===== src/rtl/pse_sm_pkg.sv =====
`timescale 1ns/1ps
package pse_sm_pkg;
  // display steps in order; the order is the start-up sequence
  typedef enum logic [2:0] {
    ST_ALL    = 3'd0,
    ST_CTRL   = 3'd1,
    ST_SUPPLY = 3'd2,
    ST_HIPWR  = 3'd3,
    ST_HIPRIO = 3'd4,
    ST_RUN    = 3'd5
  } step_t;
endpackage


===== src/rtl/pse_sm_step.sv =====
`timescale 1ns/1ps
module pse_sm_step
  import pse_sm_pkg::*;
(
  input  logic  clk,
  input  logic  rst,
  input  logic  tick,
  output step_t step
);
  always_ff @(posedge clk) begin
    if (rst)
      step <= ST_ALL;
    else if (tick && step != ST_RUN)
      step <= step_t'(step + 3'd1);
  end

  // no movement without a tick
  a_r2_hold_without_tick: assert property (@(posedge clk) disable iff (rst)
    !tick |=> $stable(step));
  // a tick during start-up always moves the step
  a_r2_tick_advances: assert property (@(posedge clk) disable iff (rst)
    (tick && step != ST_RUN) |=> (step != $past(step)));
  // normal operation is final until reset
  a_r6_run_final: assert property (@(posedge clk) disable iff (rst)
    (step == ST_RUN) |=> (step == ST_RUN));
endmodule


===== src/rtl/pse_sm_div.sv =====
`timescale 1ns/1ps
module pse_sm_div #(
  parameter int NW  = 17,
  parameter int QW  = 4,
  parameter int SAT = 8
) (
  input  logic          clk,
  input  logic          rst,
  input  logic [NW-1:0] num,
  input  logic [NW-1:0] den,
  input  logic          den_bad,
  output logic [QW-1:0] quo
);
  localparam int RW = NW + QW;
  localparam int IW = (QW > 1) ? $clog2(QW) : 1;

  logic          busy;
  logic          bad_q;
  logic [RW-1:0] rem;
  logic [RW-1:0] dsh;
  logic [IW-1:0] bitx;
  logic [QW-1:0] qacc;
  logic          ge;
  logic [QW-1:0] qnext;

  always_comb begin
    ge    = (rem >= dsh);
    qnext = qacc | (ge ? (QW'(1) << bitx) : '0);
  end

  // restoring division, one quotient bit per cycle, most significant first
  always_ff @(posedge clk) begin
    if (rst) begin
      busy  <= 1'b0;
      bad_q <= 1'b0;
      rem   <= '0;
      dsh   <= '0;
      bitx  <= '0;
      qacc  <= '0;
      quo   <= QW'(SAT);
    end else if (!busy) begin
      busy  <= 1'b1;
      bad_q <= den_bad;
      rem   <= RW'(num);
      dsh   <= RW'(den) << (QW - 1);
      bitx  <= IW'(QW - 1);
      qacc  <= '0;
    end else begin
      rem <= ge ? (rem - dsh) : rem;
      if (bitx == '0) begin
        busy <= 1'b0;
        quo  <= (bad_q || qnext >= QW'(SAT)) ? QW'(SAT) : qnext;
      end else begin
        bitx <= bitx - IW'(1);
        dsh  <= dsh >> 1;
        qacc <= qnext;
      end
    end
  end

  // the count handed out never exceeds the bar length
  a_r7_quo_limit: assert property (@(posedge clk) disable iff (rst)
    quo <= QW'(SAT));
  // an idle divider always starts a new pass on the next cycle
  a_r9_restart: assert property (@(posedge clk) disable iff (rst)
    !busy |=> busy);
endmodule


===== src/rtl/pse_startup_meter.sv =====
`timescale 1ns/1ps
module pse_startup_meter
  import pse_sm_pkg::*;
#(
  parameter int PWR_W      = 9,
  parameter int CNT_W      = 4,
  parameter int SEG        = 8,
  parameter int PORTS      = 4,
  parameter int STEP_WATTS = 25,
  parameter int MARGIN_NUM = 17,
  parameter int MARGIN_DEN = 20,
  parameter int RESERVE_W  = 4
) (
  input  logic             clk,
  input  logic             rst,
  input  logic             sec_tick,
  input  logic [1:0]       ctrl_found,
  input  logic [PWR_W-1:0] supply_w,
  input  logic [CNT_W-1:0] hipwr_cnt,
  input  logic [CNT_W-1:0] hiprio_cnt,
  input  logic [PWR_W-1:0] load_w,
  output logic [PORTS-1:0] port_led,
  output logic [SEG-1:0]   meter_led,
  output logic             startup_done
);
  localparam int SCALE = SEG * MARGIN_DEN;
  localparam int NW    = PWR_W + $clog2(SCALE + 1);
  localparam int QW    = $clog2(SEG) + 1;
  localparam int RES   = RESERVE_W * MARGIN_DEN;

  function automatic logic [SEG-1:0] bar(input int unsigned n);
    logic [SEG-1:0] b;
    for (int i = 0; i < SEG; i++) b[i] = (i < n);
    return b;
  endfunction

  step_t          step;
  logic [NW-1:0]  prod;
  logic [NW-1:0]  num;
  logic [NW-1:0]  den;
  logic           den_bad;
  logic [QW-1:0]  quo;
  logic [SEG-1:0] ctrl_bar;

  pse_sm_step u_step (
    .clk  (clk),
    .rst  (rst),
    .tick (sec_tick),
    .step (step)
  );

  // 8*load/(0.85*supply-4) scaled to integers by MARGIN_DEN
  always_comb begin
    prod    = NW'(supply_w) * NW'(MARGIN_NUM);
    num     = NW'(load_w) * NW'(SCALE);
    den_bad = (prod <= NW'(RES));
    den     = den_bad ? '0 : (prod - NW'(RES));
  end

  pse_sm_div #(.NW(NW), .QW(QW), .SAT(SEG)) u_div (
    .clk     (clk),
    .rst     (rst),
    .num     (num),
    .den     (den),
    .den_bad (den_bad),
    .quo     (quo)
  );

  always_comb begin
    case (ctrl_found)
      2'd0:    ctrl_bar = '0;
      2'd1:    ctrl_bar = bar(SEG / 2);
      default: ctrl_bar = '1;
    endcase
  end

  always_ff @(posedge clk) begin
    if (rst) begin
      port_led     <= '1;
      meter_led    <= '1;
      startup_done <= 1'b0;
    end else begin
      startup_done <= 1'b0;
      case (step)
        ST_ALL: begin
          port_led  <= '1;
          meter_led <= '1;
        end
        ST_CTRL: begin
          port_led  <= PORTS'(1);
          meter_led <= ctrl_bar;
        end
        ST_SUPPLY: begin
          port_led  <= PORTS'(2);
          meter_led <= bar(int'(supply_w) / STEP_WATTS);
        end
        ST_HIPWR: begin
          port_led  <= PORTS'(4);
          meter_led <= bar(int'(hipwr_cnt));
        end
        ST_HIPRIO: begin
          port_led  <= PORTS'(8);
          meter_led <= bar(int'(hiprio_cnt));
        end
        default: begin
          port_led     <= '0;
          meter_led    <= bar(int'(quo));
          startup_done <= 1'b1;
        end
      endcase
    end
  end

  // done is final and leaves the port indicators dark
  a_r6_done_sticky: assert property (@(posedge clk) disable iff (rst)
    startup_done |=> startup_done);
  a_r6_done_dark: assert property (@(posedge clk) disable iff (rst)
    startup_done |-> (port_led == '0));
  // bar is contiguous from segment 1
  a_r7_contiguous: assert property (@(posedge clk) disable iff (rst)
    (meter_led & (meter_led + SEG'(1))) == '0);
  // start-up selects at most one port, except in the all-on step
  a_r2_one_port: assert property (@(posedge clk) disable iff (rst)
    (port_led != '1) |-> $onehot0(port_led));
endmodule


===== config.mk =====
export PLATFORM = sky130hd
export DESIGN_NAME = pse_startup_meter
export DESIGN_NICKNAME = d
export VERILOG_FILES = /design/src/rtl/pse_sm_pkg.sv /design/src/rtl/pse_sm_step.sv /design/src/rtl/pse_sm_div.sv /design/src/rtl/pse_startup_meter.sv
export SDC_FILE = /design/constraint.sdc
export NUM_CORES = 1
export LEC_CHECK = 0
export ABC_AREA = 1
export BUFFER_PORTS_ARGS = -buffer_cell sky130_fd_sc_hd__buf_4
export CORE_MARGIN = 2
export CORE_UTILIZATION = 45
export DETAILED_ROUTE_END_ITERATION = 6
export GPL_TIMING_DRIVEN = 0
export SKIP_LAST_GASP = 1
export SLEW_MARGIN = 20
export SYNTH_ARGS = -nofsm -noshare
export SYNTH_HDL_FRONTEND = slang
export SYNTH_SLANG_ARGS = --single-unit

===== constraint.sdc =====
create_clock -name clk -period 4.3 [get_ports clk]
set_input_delay 0.645 -clock clk [delete_from_list [all_inputs] [get_ports clk]]
set_output_delay 0.645 -clock clk [all_outputs]
set_load 0.02 [all_outputs]

== Yosys cells after proc, flatten, opt, wreduce, memory -nomap -nowiden ==
Cells that the tools add are included.

* Add/subtract/negate cells: 4
* Multiply operators: 2
* Div/mod/pow operators: 1
* Order comparisons: 35
* Eq/ne operators: 8
* Shift operators: 1
* Multiplexer cells: 15
* Bitwise gates (word level): 2
* Reduce and logical (&&, ||, !) cells: 8

{| class="wikitable"
|+ Operators by type and width
! kind !! number
|-
| 3-bit by 32-bit less-than comparator with 1-bit output (first input constant) || 4
|-
| 1-bit by 32-bit less-than comparator with 1-bit output (first input constant) || 2
|-
| 2-bit by 32-bit less-than comparator with 1-bit output (first input constant) || 2
|-
| 17-bit two-way mux || 3
|-
| 3-bit by 4-bit less-than comparator with 1-bit output (first input constant) || 12
|-
| 20-bit two-way mux || 2
|-
| 8-bit case mux with 5 select lines || 1
|-
| 10-bit by 6-bit divider with 32-bit output (second input constant) || 1
|-
| 1-bit by 4-bit less-than comparator with 1-bit output (first input constant) || 6
|-
| 2-bit by 4-bit less-than comparator with 1-bit output (first input constant) || 6
|-
| 21-bit by 20-bit >= comparator with 1-bit output || 1
|-
| 21-bit by 20-bit subtractor with 21-bit output || 1
|-
| 4-bit case mux with 5 select lines || 1
|-
| 8-bit case mux with 2 select lines || 1
|-
| 14-bit by 7-bit subtractor with 15-bit output (second input constant) || 1
|-
| 14-bit by 7-bit less-or-equal comparator with 1-bit output (second input constant) || 1
|-
| 9-bit by 5-bit multiplier with 14-bit output (second input constant) || 1
|-
| 9-bit by 3-bit multiplier with 12-bit output (second input constant) || 1
|-
| 4-bit two-way mux || 2
|-
| 3-bit by 2-bit equality test with 1-bit output (second input constant) || 2
|-
| 5-bit OR reduction || 1
|-
| 4-bit >= comparator (second input constant) || 1
|-
| 2-bit zero test || 2
|-
| 2-bit two-way mux || 2
|-
| other kinds (16) || 19
|}

* Register bits after elaboration: 69
* Input bits: 31
* Output and inout port bits: 13
* Word-level logic and storage cells: 89

== Depth between registers and ports, before layout ==
* Word-level depth: 6
* Mapped depth: 31
* Gate-level depth less buffers: 31

== By module ==
From an unflattened synthesis, not the netlist that was laid out.

* Cell total of the unflattened synthesis: 1020
* Area, all modules: 6591.3 µm²

{| class="wikitable"
|+ Modules (own cells, without submodules)
! module !! times used !! cells each !! area each (µm²)
|-
| pse_sm_div || 1 || 589 || 3756.1
|-
| pse_startup_meter || 1 || 407 || 2668.8
|-
| pse_sm_step || 1 || 24 || 166.4
|}

== Worst setup path after synthesis ==
Ideal clock, no wire load.

* Kind: input to register
* Start: in supply_w[6]
* End: reg meter_led[4]
* Setup time: 0.138 ns
* Data arrival time: 3.489 ns
* Data required time: 4.162 ns
* Slack: 0.674 ns
* Stages: 29
* Path through: inv_1 > nand2_4 > nand2_1 > inv_1 > ha_1 > nand3_1 > nand2_4 > nor2_8 > nand2_4 > nand2_2 > nand2_2 > clkinv_4 > nand2_4 > nand2_4 > nand3_1 > nand2_1 > inv_1 > ha_1 > inv_1 > nand4_2 > a21oi_4 > nand3_2 > buf_6 > nand2_2 > nand2_1 > nor2_4 > nand3_2 > nand2_1 > nand3_1

* Longest elaborated chain between the ends: 3

{| class="wikitable"
|+ Ends and longest elaborated chain
! element !! RTL line !! source
|-
| from (decl) || pse_startup_meter.sv:18 || <nowiki>input logic [PWR_W-1:0] supply_w,</nowiki>
|-
| 10-bit by 6-bit divider with 32-bit output || pse_startup_meter.sv:95 || <nowiki>meter_led <= bar(int'(supply_w) / STEP_WATTS);</nowiki>
|-
| 3-bit by 32-bit less-than comparator with 1-bit output || pse_startup_meter.sv:33 || <nowiki>for (int i = 0; i < SEG; i++) b[i] = (i < n);</nowiki>
|-
| 8-bit case mux with 5 select lines || pse_startup_meter.sv:84 || <nowiki>case (step)</nowiki>
|-
| to (signal assigned) || pse_startup_meter.sv:91 || <nowiki>meter_led <= ctrl_bar;</nowiki>
|-
| to (signal assigned) || pse_startup_meter.sv:95 ||
|-
| to (signal assigned) || pse_startup_meter.sv:99 || <nowiki>meter_led <= bar(int'(hipwr_cnt));</nowiki>
|-
| to (decl) || pse_startup_meter.sv:23 || <nowiki>output logic [SEG-1:0] meter_led,</nowiki>
|}

No other way between the ends.
A chain may end at the register's enable or synchronous reset.

== Worst setup path in the final report ==
Ends and elaborated chain as after synthesis.

==> flow_summary.toml <==
[run_status]
status = "complete, no violations"

[synthesis]
synth_top_cell_by_area = "dfxtp_1"
synth_top_area_frac = 0.2430
synthTopCellsByCount = "167 x nand2_1, 121 x inv_1, 69 x a21oi_1, 69 x dfxtp_1, 63 x nor2_1"
syn_avg_cell_area_sq_um = 6.882
yosysSeqAreaShare = 0.2430
syn-cell-area_sq_mm = 0.005684
yosys_warnings = 0
synth_cell_types = 52
synth_nets = 919
synth-edff-count = 0
synth_most_common_cell = "nand2_1"
ys_ff_latch = 69
syn_inst = 826
yosys-top-cells-area = "dfxtp_1 24%, ha_1 13%, nand2_1 11%"
ys_async_sr_fraction = 0
synthFlopType = "dfxtp_1"

[clocking]
h-tree-depth = 3
cts_root_buffer = "clkbuf_16"
clkSinkCount = 69
numCtsBuffers = 9
cts_post_setup_buffers_inserted = 0
clockBufferDepth = 2
clk_latency_ns = 0.34
cts_tree = "built"
cts_repair_resize_count = 0
clkSlewWorstSetupHoldPaths_ns = 0.05
cts_hold_buf = 0

[placed_design]
dp.cells = 1040
gp_congestion = 0.8629
dp_hpwl_microns = 11340
io_buffers = 42
pre_cts_ws_ns = 0.1105

[global_routing]
gr-usage-all-layers = 0.2216
grt_max_degree = 12
grt_overflow_total = 0
grt_pass1_wl_microns = 23980
grt_antenna_before_repair = 0
grt_pass1_vias = 5294

[timing]
setup_violations = 0
skew_ns = 0.008346
min_period_over_period = 0.8923
setup_tns_ns = 0
tightest_slew_ns = 0.7879
slew_viol_final = 0
relSlewSlack = 0.4699
max_freq_mhz = 260.6
fin_crit_ns = 3.837
hold_violations = 0
rsz0062_at_grt = "false"
timing.final.ws_setup_ns = 0.4630
holdWs_ns = 0.4304

[setup_path]
start_kind = "input pin"
critical_path_required_ns = 4.49
end_kind = "flip-flop"
critPathKind = "input pin to flip-flop"
crit_path_frequent_cell = "nand2_4"
slowest_delay_ns = 0.27
slowest_stage = "a2111oi_1"
crit_arrival_ns = 4.03
cp_num_buf_inv = 6
cp_top_family = "simple AND/OR/NAND/NOR gates"
worstPathMaxFanout = 10

[route]
postRouteAntennaNets = 0
vias = 5577
drt_iter0_markers = 302
drt-wirelength-per-cell_microns = 13.77
firstDrtPassIters = 6
viasPerCell = 5.281
route.detailed.drc = 0
wl_microns = 14540

[pwr]
p_leak_nw = 3.078
power_density_mw_per_mm2 = 544.9
peakVddDrop_mv = 0.6119

[finish]
fin_nets = 972
drive_gt1_frac = 0.1176
layout.area.seq_sq_mm = 0.001381
final_cells = 1056
area_growth_pct = 13.93
n_fill_cell = 1277
multiInputGateArea_sq_mm = 0.003747
diodes = 0

[die]
coreArea_sq_mm = 0.01247
num_rows = 41
initial_core_util = 0.4560
fp.dieArea_sq_mm = 0.01355
io-pin-count = 44
die_width_microns = 116.4
die_h_microns = 116.4

[hold_path]
hold_class = "flip-flop to flip-flop"

[run]
drv_cap = 0
-- power breakdown --
| group | internal, W | switching [W] | leakage (nW) | total, W |
|---|---|---|---|---|
| clock | 0.000388 | 0.000275 | 0.123 | 0.000663 |
| sequential | 0.000771 | 0.0000705 | 0.568 | 0.000842 |
| combinational | 0.000726 | 0.00130 | 2.39 | 0.00202 |
-- layout make-up --
cell class | count | share of cell area
multi-input cells | 613 | 0.5786
flip-flops and latches | 69 | 0.2133
inverters | 126 | 0.07400
repair buffers | 42 | 0.04869
clock buffers | 12 | 0.03651
well taps | 172 | 0.03323
plain buffers | 18 | 0.01179
clock inverters | 4 | 0.003864
-- through the flow --
stage / util / power [W] / area [sq um]
6_report: 0.5195 / 0.003529 / 6476
5_1_grt: 0.5195 / 0.003834 / 6476
4_1_cts: 0.5195 / 0.003533 / 6476
3_5_place_dp: 0.4985 / 0.002863 / 6215
3_3_place_gp: 0.4985 / 0.002815 / 6215
2_1_floorplan: - / 0.002386 / 5684
-- logic make-up (layout without fill, tap and decap cells) --
family,after synthesis,in the layout,share of synthesized area
compound gates,186,186,0.1944
flops,69,69,0.2430
buf+inv,144,202,0.09773
fa+ha+maj,62,62,0.1404
xor+xnor,21,21,0.03236
simple gates,344,344,0.2921
-- registers in the layout, summed over array words and instances, names as in the netlist --
register      count
u_div.rem        21
u_div.dsh        20
meter_led         8
port_led          4
u_div.qacc        4
u_div.quo         4
u_step.step       3
u_div.bitx        2
startup_done      1
u_div.bad_q       1
u_div.busy        1
-- path summary, 6_finish.rpt --
| check | from | endpoint | slack, ns | depth (start not counted) |
|---|---|---|---|---|
| max | supply_w[6] | meter_led[4]$_SDFF_PP1_ | 0.46 | 28 |
| max reg2reg | u_div.dsh[1]$_SDFFE_PP0N_ | u_div.rem[6]$_SDFFE_PP0P_ | 0.68 | 19 |
| min | u_div.qacc[0]$_SDFFE_PP0N_ | u_div.qacc[0]$_SDFFE_PP0N_ | 0.43 | 2 |
| min reg2reg | u_div.qacc[0]$_SDFFE_PP0N_ | u_div.qacc[0]$_SDFFE_PP0N_ | 0.43 | 2 |
-- per-layer routing --
| metal | vias up | GRT usage | routed length (microns) |
|---|---|---|---|
| met3 | 23 | 0.03633 | 482 |
| li1 | 2891 | - | - |
| met4 | 0 | 0.05238 | 216 |
| met5 | - | 0 | 0 |
| met1 | 2575 | 0.2788 | 6854 |
| met2 | 88 | 0.3961 | 6982 |
-- cell usage in the layout (no fill, tap or decap), types with 18 or more instances in the layout --
| master | count |
|---|---|
| a21oi_1 | 69 |
| buf_4 | 42 |
| clkbuf_1 | 18 |
| dfxtp_1 | 69 |
| ha_1 | 59 |
| inv_1 | 121 |
| nand2_1 | 167 |
| nand3_1 | 40 |
| nor2_1 | 63 |
| o21ai_0 | 48 |
-- worst min-delay path, delay by kind of cell (launching register included) --
kind	cells	cell delay (ns)
simple gates	1	0.03
flops	1	0.31
buf+inv	1	0.05
(Power assumes the default switching activity.)
